--- src/rtl/fwu_pkg.sv ---
package fwu_pkg;

  typedef enum logic [1:0] {
    ST_IDLE  = 2'd0,
    ST_FETCH = 2'd1,
    ST_CALC  = 2'd2,
    ST_PROG  = 2'd3
  } fwu_state_e;

  // number of set bits in a vector of up to 64 bits
  function automatic logic [6:0] ones64(input logic [63:0] v);
    logic [6:0] n;
    n = '0;
    for (int i = 0; i < 64; i++) begin
      n = n + 7'(v[i]);
    end
    return n;
  endfunction

endpackage

--- src/rtl/fwu_cell_array.sv ---
module fwu_cell_array #(
  parameter int DATA_W = 15,
  parameter int ADDR_W = 4
) (
  input  logic                clk,
  input  logic                rst_n,
  input  logic                rd_en,
  input  logic [ADDR_W-1:0]   rd_addr,
  output logic [DATA_W:0]     rd_word,
  input  logic                pg_en,
  input  logic [ADDR_W-1:0]   pg_addr,
  input  logic [DATA_W:0]     pg_set,
  input  logic [DATA_W:0]     pg_clr
);
  localparam int WORD_W = DATA_W + 1;
  localparam int DEPTH  = 1 << ADDR_W;

  logic [WORD_W-1:0] cells [DEPTH];

  always_ff @(posedge clk or negedge rst_n) begin
    if (!rst_n) begin
      for (int i = 0; i < DEPTH; i++) cells[i] <= '0;
    end else if (pg_en) begin
      cells[pg_addr] <= (cells[pg_addr] | pg_set) & ~pg_clr;
    end
  end

  always_ff @(posedge clk or negedge rst_n) begin
    if (!rst_n)     rd_word <= '0;
    else if (rd_en) rd_word <= cells[rd_addr];
  end

  // a cell may not receive both pulses at once
  assert_no_dual_pulse_R4: assert property (@(posedge clk) disable iff (!rst_n)
    pg_en |-> ((pg_set & pg_clr) == '0));

endmodule

--- src/rtl/fwu_encoder.sv ---
module fwu_encoder #(
  parameter int DATA_W = 15,
  parameter int CNT_W  = 5
) (
  input  logic [DATA_W:0]   old_word,
  input  logic [DATA_W-1:0] wdata,
  output logic [DATA_W:0]   new_word,
  output logic [DATA_W:0]   up_mask,
  output logic [DATA_W:0]   down_mask,
  output logic [CNT_W-1:0]  flips,
  output logic              use_inv
);
  localparam int WORD_W = DATA_W + 1;

  logic [WORD_W-1:0] cand_true, cand_inv;
  logic [WORD_W-1:0] diff_true, diff_inv;
  logic [CNT_W-1:0]  cost_true, cost_inv;

  assign cand_true = {1'b0, wdata};
  assign cand_inv  = {1'b1, ~wdata};
  assign diff_true = cand_true ^ old_word;
  assign diff_inv  = cand_inv  ^ old_word;

  assign cost_true = CNT_W'(fwu_pkg::ones64(64'(diff_true)));
  assign cost_inv  = CNT_W'(fwu_pkg::ones64(64'(diff_inv)));

  // strict compare: a tie keeps the true form
  assign use_inv   = cost_inv < cost_true;
  assign new_word  = use_inv ? cand_inv : cand_true;
  assign flips     = use_inv ? cost_inv : cost_true;
  assign up_mask   = new_word & ~old_word;
  assign down_mask = ~new_word & old_word;

endmodule

--- src/rtl/fwu_sequencer.sv ---
module fwu_sequencer #(
  parameter int DATA_W = 15,
  parameter int ADDR_W = 4
) (
  input  logic              clk,
  input  logic              rst_n,
  input  logic              req_valid,
  input  logic              req_write,
  input  logic [ADDR_W-1:0] req_addr,
  input  logic [DATA_W-1:0] req_wdata,
  output logic              busy,
  output logic              ph_fetch,
  output logic              ph_calc,
  output logic              ph_prog,
  output logic              op_write,
  output logic [ADDR_W-1:0] op_addr,
  output logic [DATA_W-1:0] op_wdata
);
  import fwu_pkg::*;

  fwu_state_e state_q, state_d;
  logic       accept;

  assign accept = (state_q == ST_IDLE) && req_valid;

  always_comb begin
    state_d = state_q;
    unique case (state_q)
      ST_IDLE:  if (req_valid) state_d = ST_FETCH;
      ST_FETCH: state_d = ST_CALC;
      ST_CALC:  state_d = op_write ? ST_PROG : ST_IDLE;
      ST_PROG:  state_d = ST_IDLE;
      default:  state_d = ST_IDLE;
    endcase
  end

  always_ff @(posedge clk or negedge rst_n) begin
    if (!rst_n) begin
      state_q  <= ST_IDLE;
      op_write <= 1'b0;
      op_addr  <= '0;
      op_wdata <= '0;
    end else begin
      state_q <= state_d;
      if (accept) begin
        op_write <= req_write;
        op_addr  <= req_addr;
        op_wdata <= req_wdata;
      end
    end
  end

  assign busy     = (state_q != ST_IDLE);
  assign ph_fetch = (state_q == ST_FETCH);
  assign ph_calc  = (state_q == ST_CALC);
  assign ph_prog  = (state_q == ST_PROG);

  assert_calc_after_fetch_R2: assert property (@(posedge clk) disable iff (!rst_n)
    ph_calc |-> $past(ph_fetch));
  assert_prog_after_calc_R2: assert property (@(posedge clk) disable iff (!rst_n)
    ph_prog |-> $past(ph_calc));
  assert_op_held_R9: assert property (@(posedge clk) disable iff (!rst_n)
    (busy && !$past(accept)) |-> $stable(op_addr) && $stable(op_wdata));

endmodule

--- src/rtl/flip_write_unit.sv ---
module flip_write_unit #(
  parameter int DATA_W = 15,
  parameter int ADDR_W = 4,
  localparam int CNT_W = $clog2(DATA_W + 2)
) (
  input  logic              clk,
  input  logic              rst_n,
  input  logic              req_valid,
  input  logic              req_write,
  input  logic [ADDR_W-1:0] req_addr,
  input  logic [DATA_W-1:0] req_wdata,
  output logic              busy,
  output logic              rd_valid,
  output logic [DATA_W-1:0] rd_data,
  output logic              prog_valid,
  output logic [DATA_W:0]   set_mask,
  output logic [DATA_W:0]   reset_mask,
  output logic [CNT_W-1:0]  prog_count
);
  localparam int WORD_W   = DATA_W + 1;
  localparam int HALF_CNT = WORD_W / 2;

  logic              ph_fetch, ph_calc, ph_prog, op_write;
  logic [ADDR_W-1:0] op_addr;
  logic [DATA_W-1:0] op_wdata;
  logic [WORD_W-1:0] stored_word, enc_word, enc_up, enc_down;
  logic [CNT_W-1:0]  enc_flips;
  logic              enc_inv;
  logic [DATA_W-1:0] decoded;

  fwu_sequencer #(.DATA_W(DATA_W), .ADDR_W(ADDR_W)) seq_i (
    .clk(clk), .rst_n(rst_n),
    .req_valid(req_valid), .req_write(req_write),
    .req_addr(req_addr), .req_wdata(req_wdata),
    .busy(busy), .ph_fetch(ph_fetch), .ph_calc(ph_calc), .ph_prog(ph_prog),
    .op_write(op_write), .op_addr(op_addr), .op_wdata(op_wdata)
  );

  fwu_cell_array #(.DATA_W(DATA_W), .ADDR_W(ADDR_W)) arr_i (
    .clk(clk), .rst_n(rst_n),
    .rd_en(ph_fetch), .rd_addr(op_addr), .rd_word(stored_word),
    .pg_en(prog_valid), .pg_addr(op_addr),
    .pg_set(set_mask), .pg_clr(reset_mask)
  );

  fwu_encoder #(.DATA_W(DATA_W), .CNT_W(CNT_W)) enc_i (
    .old_word(stored_word), .wdata(op_wdata),
    .new_word(enc_word), .up_mask(enc_up), .down_mask(enc_down),
    .flips(enc_flips), .use_inv(enc_inv)
  );

  assign decoded    = stored_word[DATA_W-1:0] ^ {DATA_W{stored_word[DATA_W]}};
  assign prog_valid = ph_prog;

  always_ff @(posedge clk or negedge rst_n) begin
    if (!rst_n) begin
      set_mask   <= '0;
      reset_mask <= '0;
      prog_count <= '0;
      rd_valid   <= 1'b0;
      rd_data    <= '0;
    end else begin
      rd_valid <= ph_calc && !op_write;
      if (ph_calc && !op_write) rd_data <= decoded;
      if (ph_calc && op_write) begin
        set_mask   <= enc_up;
        reset_mask <= enc_down;
        prog_count <= enc_flips;
      end else begin
        set_mask   <= '0;
        reset_mask <= '0;
        prog_count <= '0;
      end
    end
  end

  assert_count_bound_R7: assert property (@(posedge clk) disable iff (!rst_n)
    prog_valid |-> (prog_count <= CNT_W'(HALF_CNT)));
  assert_count_matches_masks_R7: assert property (@(posedge clk) disable iff (!rst_n)
    prog_valid |-> ($countones(set_mask | reset_mask) == int'(prog_count)));
  assert_masks_quiet_R3: assert property (@(posedge clk) disable iff (!rst_n)
    !prog_valid |-> (set_mask == '0 && reset_mask == '0));
  assert_prog_under_busy_R2: assert property (@(posedge clk) disable iff (!rst_n)
    prog_valid |-> busy);
  assert_prog_then_idle_R2: assert property (@(posedge clk) disable iff (!rst_n)
    prog_valid |=> !busy);
  assert_read_no_prog_R8: assert property (@(posedge clk) disable iff (!rst_n)
    !(rd_valid && prog_valid));
  assert_read_single_pulse_R8: assert property (@(posedge clk) disable iff (!rst_n)
    rd_valid |=> !rd_valid);

endmodule

--- config.mk ---
export PLATFORM = sky130hd
export DESIGN_NAME = flip_write_unit
export DESIGN_NICKNAME = d
export VERILOG_FILES = /design/src/rtl/fwu_pkg.sv /design/src/rtl/fwu_cell_array.sv /design/src/rtl/fwu_encoder.sv /design/src/rtl/fwu_sequencer.sv /design/src/rtl/flip_write_unit.sv
export SDC_FILE = /design/constraint.sdc
export NUM_CORES = 1
export LEC_CHECK = 0
export BUFFER_PORTS_ARGS = -buffer_cell sky130_fd_sc_hd__clkbuf_2
export CORE_MARGIN = 1
export CORE_UTILIZATION = 35
export CTS_BUF_LIST = sky130_fd_sc_hd__clkbuf_4
export CTS_CLUSTER_SIZE = 24
export DETAILED_ROUTE_END_ITERATION = 10
export PLACE_DENSITY_LB_ADDON = 0.05
export SKIP_CTS_REPAIR_TIMING = 1
export SLEW_MARGIN = 30
export SYNTH_ARGS = -nofsm -noshare
export SYNTH_HDL_FRONTEND = slang
export SYNTH_SLANG_ARGS = --single-unit
--- constraint.sdc ---
create_clock -name clk -period 7 [get_ports clk]
set_input_delay 0 -clock clk [delete_from_list [all_inputs] [get_ports clk]]
set_output_delay 0 -clock clk [all_outputs]
set_load 0.1 [all_outputs]
* After elaboration in Yosys (flattened, before gate mapping)
Cells that the tools add are included.
** Storage, ports and cells
- Input port bits :: 23
- Logic and storage cells :: 96
- Output and inout bits :: 55
- Register bits :: 347
** Cells by class
- Equal/unequal tests :: 4
- Add/subtract/negate cells :: 30
- $lt $le $gt $ge :: 3
- Multiplexer cells :: 14
- Bitwise logic cells :: 12
- Reduce and logical (&&, ||, !) cells :: 7
** Operators by type and width (count)
- bitwise mux 256 bit :: 1
- adder 5 x 1 -> 5 bit :: 28
- 2-to-1 mux 16 bit :: 6
- binary-select mux 16 bit (select 4 bit) :: 1
- demux 16 bit (select 4 bit) :: 1
- bitwise AND 16 bit :: 3
- NOT 16 bit :: 3
- OR 16 bit :: 1
- bitwise XOR 15 x 16 -> 16 bit :: 1
- bitwise XOR 16 bit :: 1
- NOT 15 bit :: 1
- bitwise XOR 15 bit :: 1
- 2-to-1 mux 5 bit :: 2
- one-hot mux 2 bit (4 select lines) :: 1
- >= comparator 5 bit, second input constant :: 1
- less-than comparator 5 x 1 -> 1 bit, second input constant :: 1
- less-than comparator 5 bit :: 1
- NOT 4 -> 5 bit :: 1
- adder 1 x 1 -> 2 bit :: 2
- equality test 2 bit, second input constant :: 2
- logical AND 1 bit :: 4
- 2-to-1 mux 2 bit :: 2
- equality test 2 x 1 -> 1 bit, second input constant :: 1
- logical NOT 2 bit :: 1
- other kinds (3) :: 3

* Logic depth before layout (Yosys ltp)
Gate-level depths: netlist (run 1).
- Depth in word-level cells :: 22
- Mapped depth :: 23
- Gate-level depth less buffers :: 22

* Modules after synthesis
From an unflattened synthesis (run 1), not the netlist that was laid out.
** Second synthesis, totals
- Cell total of the unflattened synthesis :: 2076
- Area total of the unflattened synthesis :: 20841.2 um^2
** By module, submodules not included
- fwu_cell_array :: seq. area each 6806.5 um^2, area an instance 16087.9 um^2, cells each 1666, instances 1
- flip_write_unit :: seq. area each 1326.3 um^2, area an instance 1994.4 um^2, cells each 133, instances 1
- fwu_encoder :: seq. area each 0.0 um^2, area an instance 1900.6 um^2, cells each 225, instances 1
- fwu_sequencer :: seq. area each 550.5 um^2, area an instance 858.3 um^2, cells each 52, instances 1

* Least setup slack after synthesis (run 1)
Ideal clock, no wire load.
- Path type :: register -> register
- Start point :: reg arr_i.rd_word[1]
- End point :: reg prog_count[0]
- Stages on the path, launching flop included :: 20
- Setup slack :: 1.469 ns
- Arrival :: 5.459 ns
- Period minus slack after synthesis :: 5.531 ns
- Library setup time :: 0.072 ns
- Cell sequence :: dfrtp_1 -> xor2_1 -> inv_1 -> ha_1 -> inv_1 -> fa_1 -> fa_1 -> inv_1 -> fa_1 -> inv_1 -> fa_1 -> fa_1 -> fa_1 -> xnor2_1 -> ha_1 -> nand3_1 -> o21ai_1 -> buf_2 -> mux2_2 -> nor2_1
** On the way
- Word-level cells in the longest chain between the ends :: 19
- Elaborated cells on any way between the ends :: 35
** Ends and longest elaborated chain
- start: declaration :: RTL line fwu_cell_array.sv:9 : output logic [DATA_W:0] rd_word,
- start signal: assignment :: RTL line fwu_cell_array.sv:30 : else if (rd_en) rd_word <= cells[rd_addr];
- bitwise XOR 16 bit or bitwise XOR 15 x 16 -> 16 bit (tied branches) :: RTL line fwu_encoder.sv:22, fwu_encoder.sv:21
- adder 1 x 1 -> 2 bit :: RTL line fwu_pkg.sv:15 : n = n + 7'(v[i]);
- adder 5 x 1 -> 5 bit (14 in series) :: RTL line fwu_pkg.sv:15
- less-than comparator 5 bit :: RTL line fwu_encoder.sv:28 : assign use_inv = cost_inv < cost_true;
- 2-to-1 mux 5 bit * :: RTL line fwu_encoder.sv:30 : assign flips = use_inv ? cost_inv : cost_true;
- 2-to-1 mux 5 bit * :: RTL line flip_write_unit.sv:65 : if (ph_calc && op_write) begin
- end signal: assignment :: RTL line flip_write_unit.sv:68 : prog_count <= enc_flips;
- end: declaration :: RTL line flip_write_unit.sv:18 : output logic [CNT_W-1:0] prog_count
Every way passes the cells marked *; elsewhere a longest branch is shown, timed or not.
A chain may end at the register's enable or synchronous reset.

* Worst setup path in the final report (run 1)
- Start point :: reg arr_i.rd_word[0]
- End point :: reg prog_count[4]
Same word-level chain as after synthesis.

==> impl_metrics.tcl, run 1 <==
set metrics [dict create \
    finalMaxSlewViolations 0 \
    netlist_instances 1468 \
    start_util 0.3541 \
    worstSetupEndpointType "register" \
    fp.dieArea_um2 49090 \
    rsz0062_at_grt "no" \
    seq_area_frac_synth 0.5146 \
    dr.pass1.iters 4 \
    ys_async_sr_fraction 1.000 \
    worst_clock_skew_ns 0.07677 \
    chipHeight_um 221.6 \
    status "completed" \
    grt_pass1_wl_um 77950 \
    grt_pass1_vias 12300 \
    wl_um 51430 \
    syn_to_final_growth_pct 16.59 \
    postSynthAreaPerCell_um2 11.49 \
    maxCapViolCount 0 \
    netlist_area_um2 16870 \
    dp_hpwl_um 33610 \
    rows 80 \
    die_w_um 221.6 \
    drive_gt1_frac 0.2393 \
    min_period_over_period 0.8467 \
    cts_tree "built" \
    min_from "req_addr[0]" \
    clockBufferDepth 3 \
    cts-root-buf "clkbuf_4" \
    fin_cells 2333 \
    gp_congestion 0.7602 \
    timing.rr.end "prog_count[4]$_DFF_PN0_" \
    dp.cells 2098 \
    fp.coreArea_um2 47650 \
    finish.utilization 0.4129 \
    numClockSinks 347 \
    cts.clk_slew.worst_paths_ns 0.07 \
    antenna_left 0 \
    r2r_slack_ns 1.07 \
    yosys_warnings 0 \
    final.min_clock_period_ns 5.927 \
    setup_viol 0 \
    required_ns 7.76 \
    grt_max_degree 107 \
    ys_types 52 \
    worst_pin_slew_ns 0.8936 \
    worstPathArrival_ns 6.69 \
    finalHoldViolCount 0 \
    worstPathMaxFanout 19 \
    holdPathStages 4 \
    drt-initial-drc-count 621 \
    drc 0 \
    io_pins 78 \
    synth_edf_count 0 \
    cts_made_buffers 99 \
    grt_usage 0.2143 \
    r2r_cells 18 \
    r2r-start "arr_i.rd_word[0]$_DFFE_PN0N_" \
    nets 1707 \
    path_class "reg2reg" \
    startpoint_type "register" \
    via_per_inst 5.057 \
    synth_nets 1525 \
    wl_per_cell_um 22.04 \
    max_freq_ghz 0.1687 \
    overflow 0 \
    synthFlopType "dfrtp_1" \
    antenna_found_initial 3 \
    min_to "seq_i.op_addr[0]$_DFFE_PN0P_" \
    hp-class "in2reg" \
    fin_tns_setup_ns 0 \
    cts.htree.levels 3 \
    clkLatencyLatePin_ns 0.84 \
    portBuffers 77 \
    ys_ff_latch 347 \
    max_slew_margin 0.4036 \
    dr_total_vias 11800 \
]
-- cell type report --
cell class,instances,area [um2]
tap,615,769.5
clock buffer,147,1104
sequential,347,8687
timing repair buffer,169,1329
fill,4646,27970
clock inverter,17,93.84
antenna,5,12.51
multi-input combinational,989,7511
inverter,44,165.2
-- placed cells by master (no fill, tap or decap), types with 7 or more instances in the layout --
master,n
a21o_1,10
a21oi_1,37
a22o_1,14
a22oi_1,35
and3_1,17
buf_4,24
clkbuf_2,76
clkbuf_4,147
clkinv_1,12
dfrtp_1,346
dlygate4sd3_1,63
fa_1,20
ha_1,14
inv_1,44
mux2_1,73
mux2_2,98
mux2i_1,101
nand2_1,167
nand3_1,16
nor2_1,65
nor3_1,23
o21ai_0,141
o22ai_1,13
o41a_1,7
or2_1,7
or2_2,8
xnor2_1,24
xor2_1,25
-- synth_stat cells (3+ instances only) --
cell type | count | area share
buf_1 | 4 | 0.00089
or2_1 | 7 | 0.0026
mux2_2 | 98 | 0.065
inv_1 | 44 | 0.0098
a21o_1 | 10 | 0.0044
a211oi_2 | 6 | 0.0044
nand3_1 | 21 | 0.0062
o21ai_1 | 6 | 0.0018
a22oi_1 | 35 | 0.016
a221oi_4 | 3 | 0.0047
buf_12 | 10 | 0.012
clkbuf_1 | 40 | 0.0089
buf_2 | 24 | 0.0071
a21oi_1 | 37 | 0.011
a211oi_1 | 6 | 0.0027
xor2_1 | 25 | 0.013
and3_1 | 17 | 0.0063
o22ai_1 | 13 | 0.0048
o311ai_2 | 5 | 0.0048
nor2b_1 | 6 | 0.0022
ha_1 | 14 | 0.010
nor3_2 | 4 | 0.0024
o21ai_0 | 141 | 0.042
nor2_1 | 68 | 0.015
or2_2 | 8 | 0.0030
a22o_1 | 14 | 0.0073
buf_6 | 6 | 0.0040
xnor2_1 | 24 | 0.012
mux2i_1 | 101 | 0.060
mux2_1 | 73 | 0.049
a31oi_1 | 6 | 0.0022
nor3_1 | 23 | 0.0068
fa_1 | 20 | 0.024
nand2_1 | 167 | 0.037
dfrtp_1 | 347 | 0.51
o41a_1 | 7 | 0.0047
o21ai_2 | 5 | 0.0026
-- worst max path at each step --
stage	startpoint	endpoint	slack (ns)	depth (start not counted)
6_report	arr_i.rd_word[0]$_DFFE_PN0N_	prog_count[4]$_DFF_PN0_	1.07	18
5_1_grt	arr_i.rd_word[0]$_DFFE_PN0N_	prog_count[4]$_DFF_PN0_	0.66	18
4_1_cts	arr_i.rd_word[0]$_DFFE_PN0N_	prog_count[4]$_DFF_PN0_	1.03	18
3_5_place_dp	arr_i.rd_word[0]$_DFFE_PN0N_	prog_count[4]$_DFF_PN0_	1.06	18
3_3_place_gp	arr_i.rd_word[0]$_DFFE_PN0N_	prog_count[4]$_DFF_PN0_	1.12	18
2_1_floorplan	arr_i.rd_word[1]$_DFFE_PN0N_	prog_count[0]$_DFF_PN0_	1.47	19
-- critical path, cell delays in order, from the launching register on --
cell,delay [ns]
dfrtp_1,0.43
xnor2_1,0.30
inv_1,0.08
ha_1,0.32
fa_1,0.50
fa_1,0.52
fa_1,0.55
inv_1,0.05
fa_1,0.45
fa_1,0.45
fa_1,0.44
xnor2_1,0.22
inv_1,0.07
ha_1,0.27
nand3_1,0.08
o21ai_2,0.26
buf_4,0.39
mux2_2,0.38
nor2_1,0.09
-- cell families after synthesis --
| kind of cell | synth area share |
|---|---|
| adders and majority gates | 0.03411 |
| xor gates and xnor gates | 0.02544 |
| and+or+nand+nor | 0.08706 |
| muxes | 0.1740 |
| AOI/OAI and AO/OA | 0.1195 |
| DFF | 0.5146 |
| buffers and inverters | 0.04523 |
-- registers in the layout (all words and copies together), names as in the netlist --
signal,count
seq_i.op_wdata,15
set_mask,16
seq_i.state_q,2
arr_i.rd_word,16
prog_count,5
seq_i.op_addr,4
arr_i.cells,256
rd_valid,1
reset_mask,16
seq_i.op_write,1
rd_data,15
-- routing by layer --
layer | vias to the layer above | global-route usage | share of wire
met5 | - | 0 | 0
met3 | 113 | 0.04532 | 0.041
li1 | 5574 | - | -
met2 | 237 | 0.3332 | 0.46
met1 | 5873 | 0.2911 | 0.46
met4 | 0 | 0.08647 | 0.039
-- stage by stage --
step	setup slack [ns]	cell area, um2	hold WS [ns]
after floorplan	1.469	16870	-0.2956
after global placement	1.119	17720	0.1259
after detailed placement	1.060	17760	0.1282
after CTS	1.035	18950	-0.7903
after global routing	0.6574	19670	0.03384
final	1.073	19670	0.07423
Power of run 1 is left out: the tool's default activity adds up to more than one toggle a clock period on the data nets, which glitch-free logic cannot reach.
==> run 2, diff against run 1 <==
clock period = 6.1 ns   (was 7 ns; I/O delays follow)
==> run 2 against run 1 <==
Setup slack got worse by 0.69 ns. Critical endpoint is now reset_mask[1]$_DFF_PN0_. Wire length increased by 0.96%. Sequential share of layout area decreased by 0.073 points. Cell count increased by 0.13%. Register-to-register slack got worse by 0.69 ns. Critical path type unchanged.
==> impl_metrics.tcl, run 2 (same netlist as run 1, synthesis figures left out) <==
set metrics [dict create \
    critPathLaunch "arr_i.rd_word[1]$_DFFE_PN0N_" \
    r2r_cells 22 \
    portBuffers 77 \
    wl_um 51920 \
    drive_gt1_frac 0.2436 \
    path_class "reg2reg" \
    nets 1717 \
    timing.rr.end "reset_mask[1]$_DFF_PN0_" \
    fin_tns_setup_ns 0 \
    grt_max_degree 170 \
    worstPathCellList "xor2_1 -> inv_1 -> ha_1 -> inv_1 -> fa_1 -> fa_1 -> inv_1 -> fa_1 -> inv_1 -> fa_1 -> fa_1 -> nor2b_1 -> o21ai_0 -> a21boi_0 -> nor2_1 -> ha_1 -> a21o_1 -> a21oi_2 -> o21ai_4 -> buf_6 -> xor2_1 -> and3_1" \
    crit_top_cell "fa_1" \
    largest_register_ff_count 256 \
    setup_viol 0 \
    drt-initial-drc-count 509 \
    path_buf_inv 5 \
    overflow 0 \
    nFillCells 4700 \
    required_ns 6.79 \
    dp_hpwl_um 33820 \
    grt_pass1_wl_um 78480 \
    worstSetupEndpointType "register" \
    regArea_um2 8687 \
    antenna_left 0 \
    syn_to_final_growth_pct 16.78 \
    hp-class "in2async" \
    clkLatencyLatePin_ns 0.84 \
    io_pins 78 \
    final_cell_mix "dfrtp_1 (346), nand2_1 (167), clkbuf_4 (148), o21ai_0 (141), mux2i_1 (101)" \
    cp_slowest_stage_delay_ns 0.57 \
    rsz0062_at_grt "no" \
    drc 0 \
    dr_total_vias 11890 \
    fp.dieArea_um2 49090 \
    start_util 0.3541 \
    startpoint_type "register" \
    cts_tree "built" \
    cp_top_family "adder cells" \
    crit_path_end "reset_mask[1]$_DFF_PN0_" \
    cts.clk_slew.worst_paths_ns 0.06 \
    finalMaxSlewViolations 0 \
    status "completed" \
    die_w_um 221.6 \
    r2r_slack_ns 0.39 \
    worst_clock_skew_ns 0.06982 \
    cpMaxStageDelayCell "fa_1" \
    rows 80 \
    finalHoldViolCount 0 \
    via_per_inst 5.089 \
    cts-root-buf "clkbuf_4" \
    grt_pass1_vias 12230 \
    clockBufferDepth 3 \
    worstPathMaxFanout 12 \
    mostFrequentLayoutCell "dfrtp_1" \
    antenna_found_initial 1 \
    min_period_over_period 0.9365 \
    multi_input_area_um2 7520 \
    worstPathArrival_ns 6.40 \
    largest_register "arr_i.cells" \
    final.min_clock_period_ns 5.713 \
    finish.utilization 0.4136 \
    wl_per_cell_um 22.23 \
    fp.coreArea_um2 47650 \
    worst_pin_slew_ns 0.9665 \
    cts_made_buffers 101 \
    maxCapViolCount 0 \
    max_freq_ghz 0.1751 \
    chipHeight_um 221.6 \
    r2r-start "arr_i.rd_word[1]$_DFFE_PN0N_" \
    grt_usage 0.2150 \
    gp_congestion 0.7500 \
    numClockSinks 347 \
    dr.pass1.iters 5 \
    cts.htree.levels 3 \
    cp.depth 22 \
    max_slew_margin 0.3549 \
]
run 2: cell count changes in the layout (fill, tap and decap cells not counted), sizes merged:
| cell | previous run | this run |
|---|---|---|
| buf | 30 | 37 |
| bufinv | 1 | 0 |
| clkbuf | 223 | 224 |
| clkinv | 12 | 11 |
| diode | 5 | 1 |
| dlygate4sd3 | 63 | 64 |
run 2: worst min path at each step:
| stage | depth (start not counted) | slack, ns | endpoint | startpoint |
|---|---|---|---|---|
| 4_1_cts | 1 | -0.92 | arr_i.cells[161]$_DFFE_PN0P_ | rst_n |
| 2_1_floorplan | 0 | -0.30 | arr_i.cells[0]$_DFFE_PN0P_ | rst_n |
| 3_5_place_dp | 1 | 0.03 | arr_i.cells[161]$_DFFE_PN0P_ | rst_n |
| 3_3_place_gp | 1 | 0.02 | arr_i.cells[161]$_DFFE_PN0P_ | rst_n |
| 5_1_grt | 4 | 0.30 | arr_i.cells[161]$_DFFE_PN0P_ | rst_n |
| 6_report | 4 | 0.33 | arr_i.cells[161]$_DFFE_PN0P_ | rst_n |
run 2: worst reg2reg max path, cell delays in order (launching register included):
cell and delay [ns]:
dfrtp_1 0.43, xor2_1 0.24, inv_1 0.07, ha_1 0.27, inv_1 0.05, fa_1 0.50, fa_1 0.57, inv_1 0.06
fa_1 0.52, inv_1 0.05, fa_1 0.50, fa_1 0.47, nor2b_1 0.12, o21ai_0 0.10, a21boi_0 0.24, nor2_1 0.09
ha_1 0.31, a21o_1 0.17, a21oi_2 0.17, o21ai_4 0.12, buf_6 0.19, xor2_1 0.17, and3_1 0.19
run 2: final cells by class:
class,instances,share of cell area
flip-flops and latches,347,0.4409
multi-input cells,989,0.3816
repair buffers,177,0.07042
clock buffers,148,0.05639
well taps,615,0.03905
inverters,44,0.008382
clock inverters,15,0.003112
diodes,1,0.0001270
run 2: per-layer routing:
| metal | track usage | up-vias | routed length, um |
|---|---|---|---|
| li1 | - | 5581 | - |
| met1 | 0.2860 | 5992 | 23900 |
| met2 | 0.3515 | 230 | 24870 |
| met3 | 0.04612 | 84 | 2046 |
| met4 | 0.06362 | 0 | 1106 |
| met5 | 0 | - | 0 |
run 2: metrics by stage:
step | hold WS, ns | cell area (um2) | setup slack [ns] | instances
after detailed placement | 0.02602 | 17810 | 0.2375 | 2106
after floorplan | -0.2956 | 16870 | 0.5686 | 1468
after CTS | -0.9219 | 18980 | 0.2282 | 2269
after global placement | 0.02324 | 17810 | 0.3537 | 2106
final | 0.3326 | 19700 | 0.3874 | 2336
after global routing | 0.3049 | 19700 | 0.05392 | 2336
Power of run 2 is left out for the same reason.
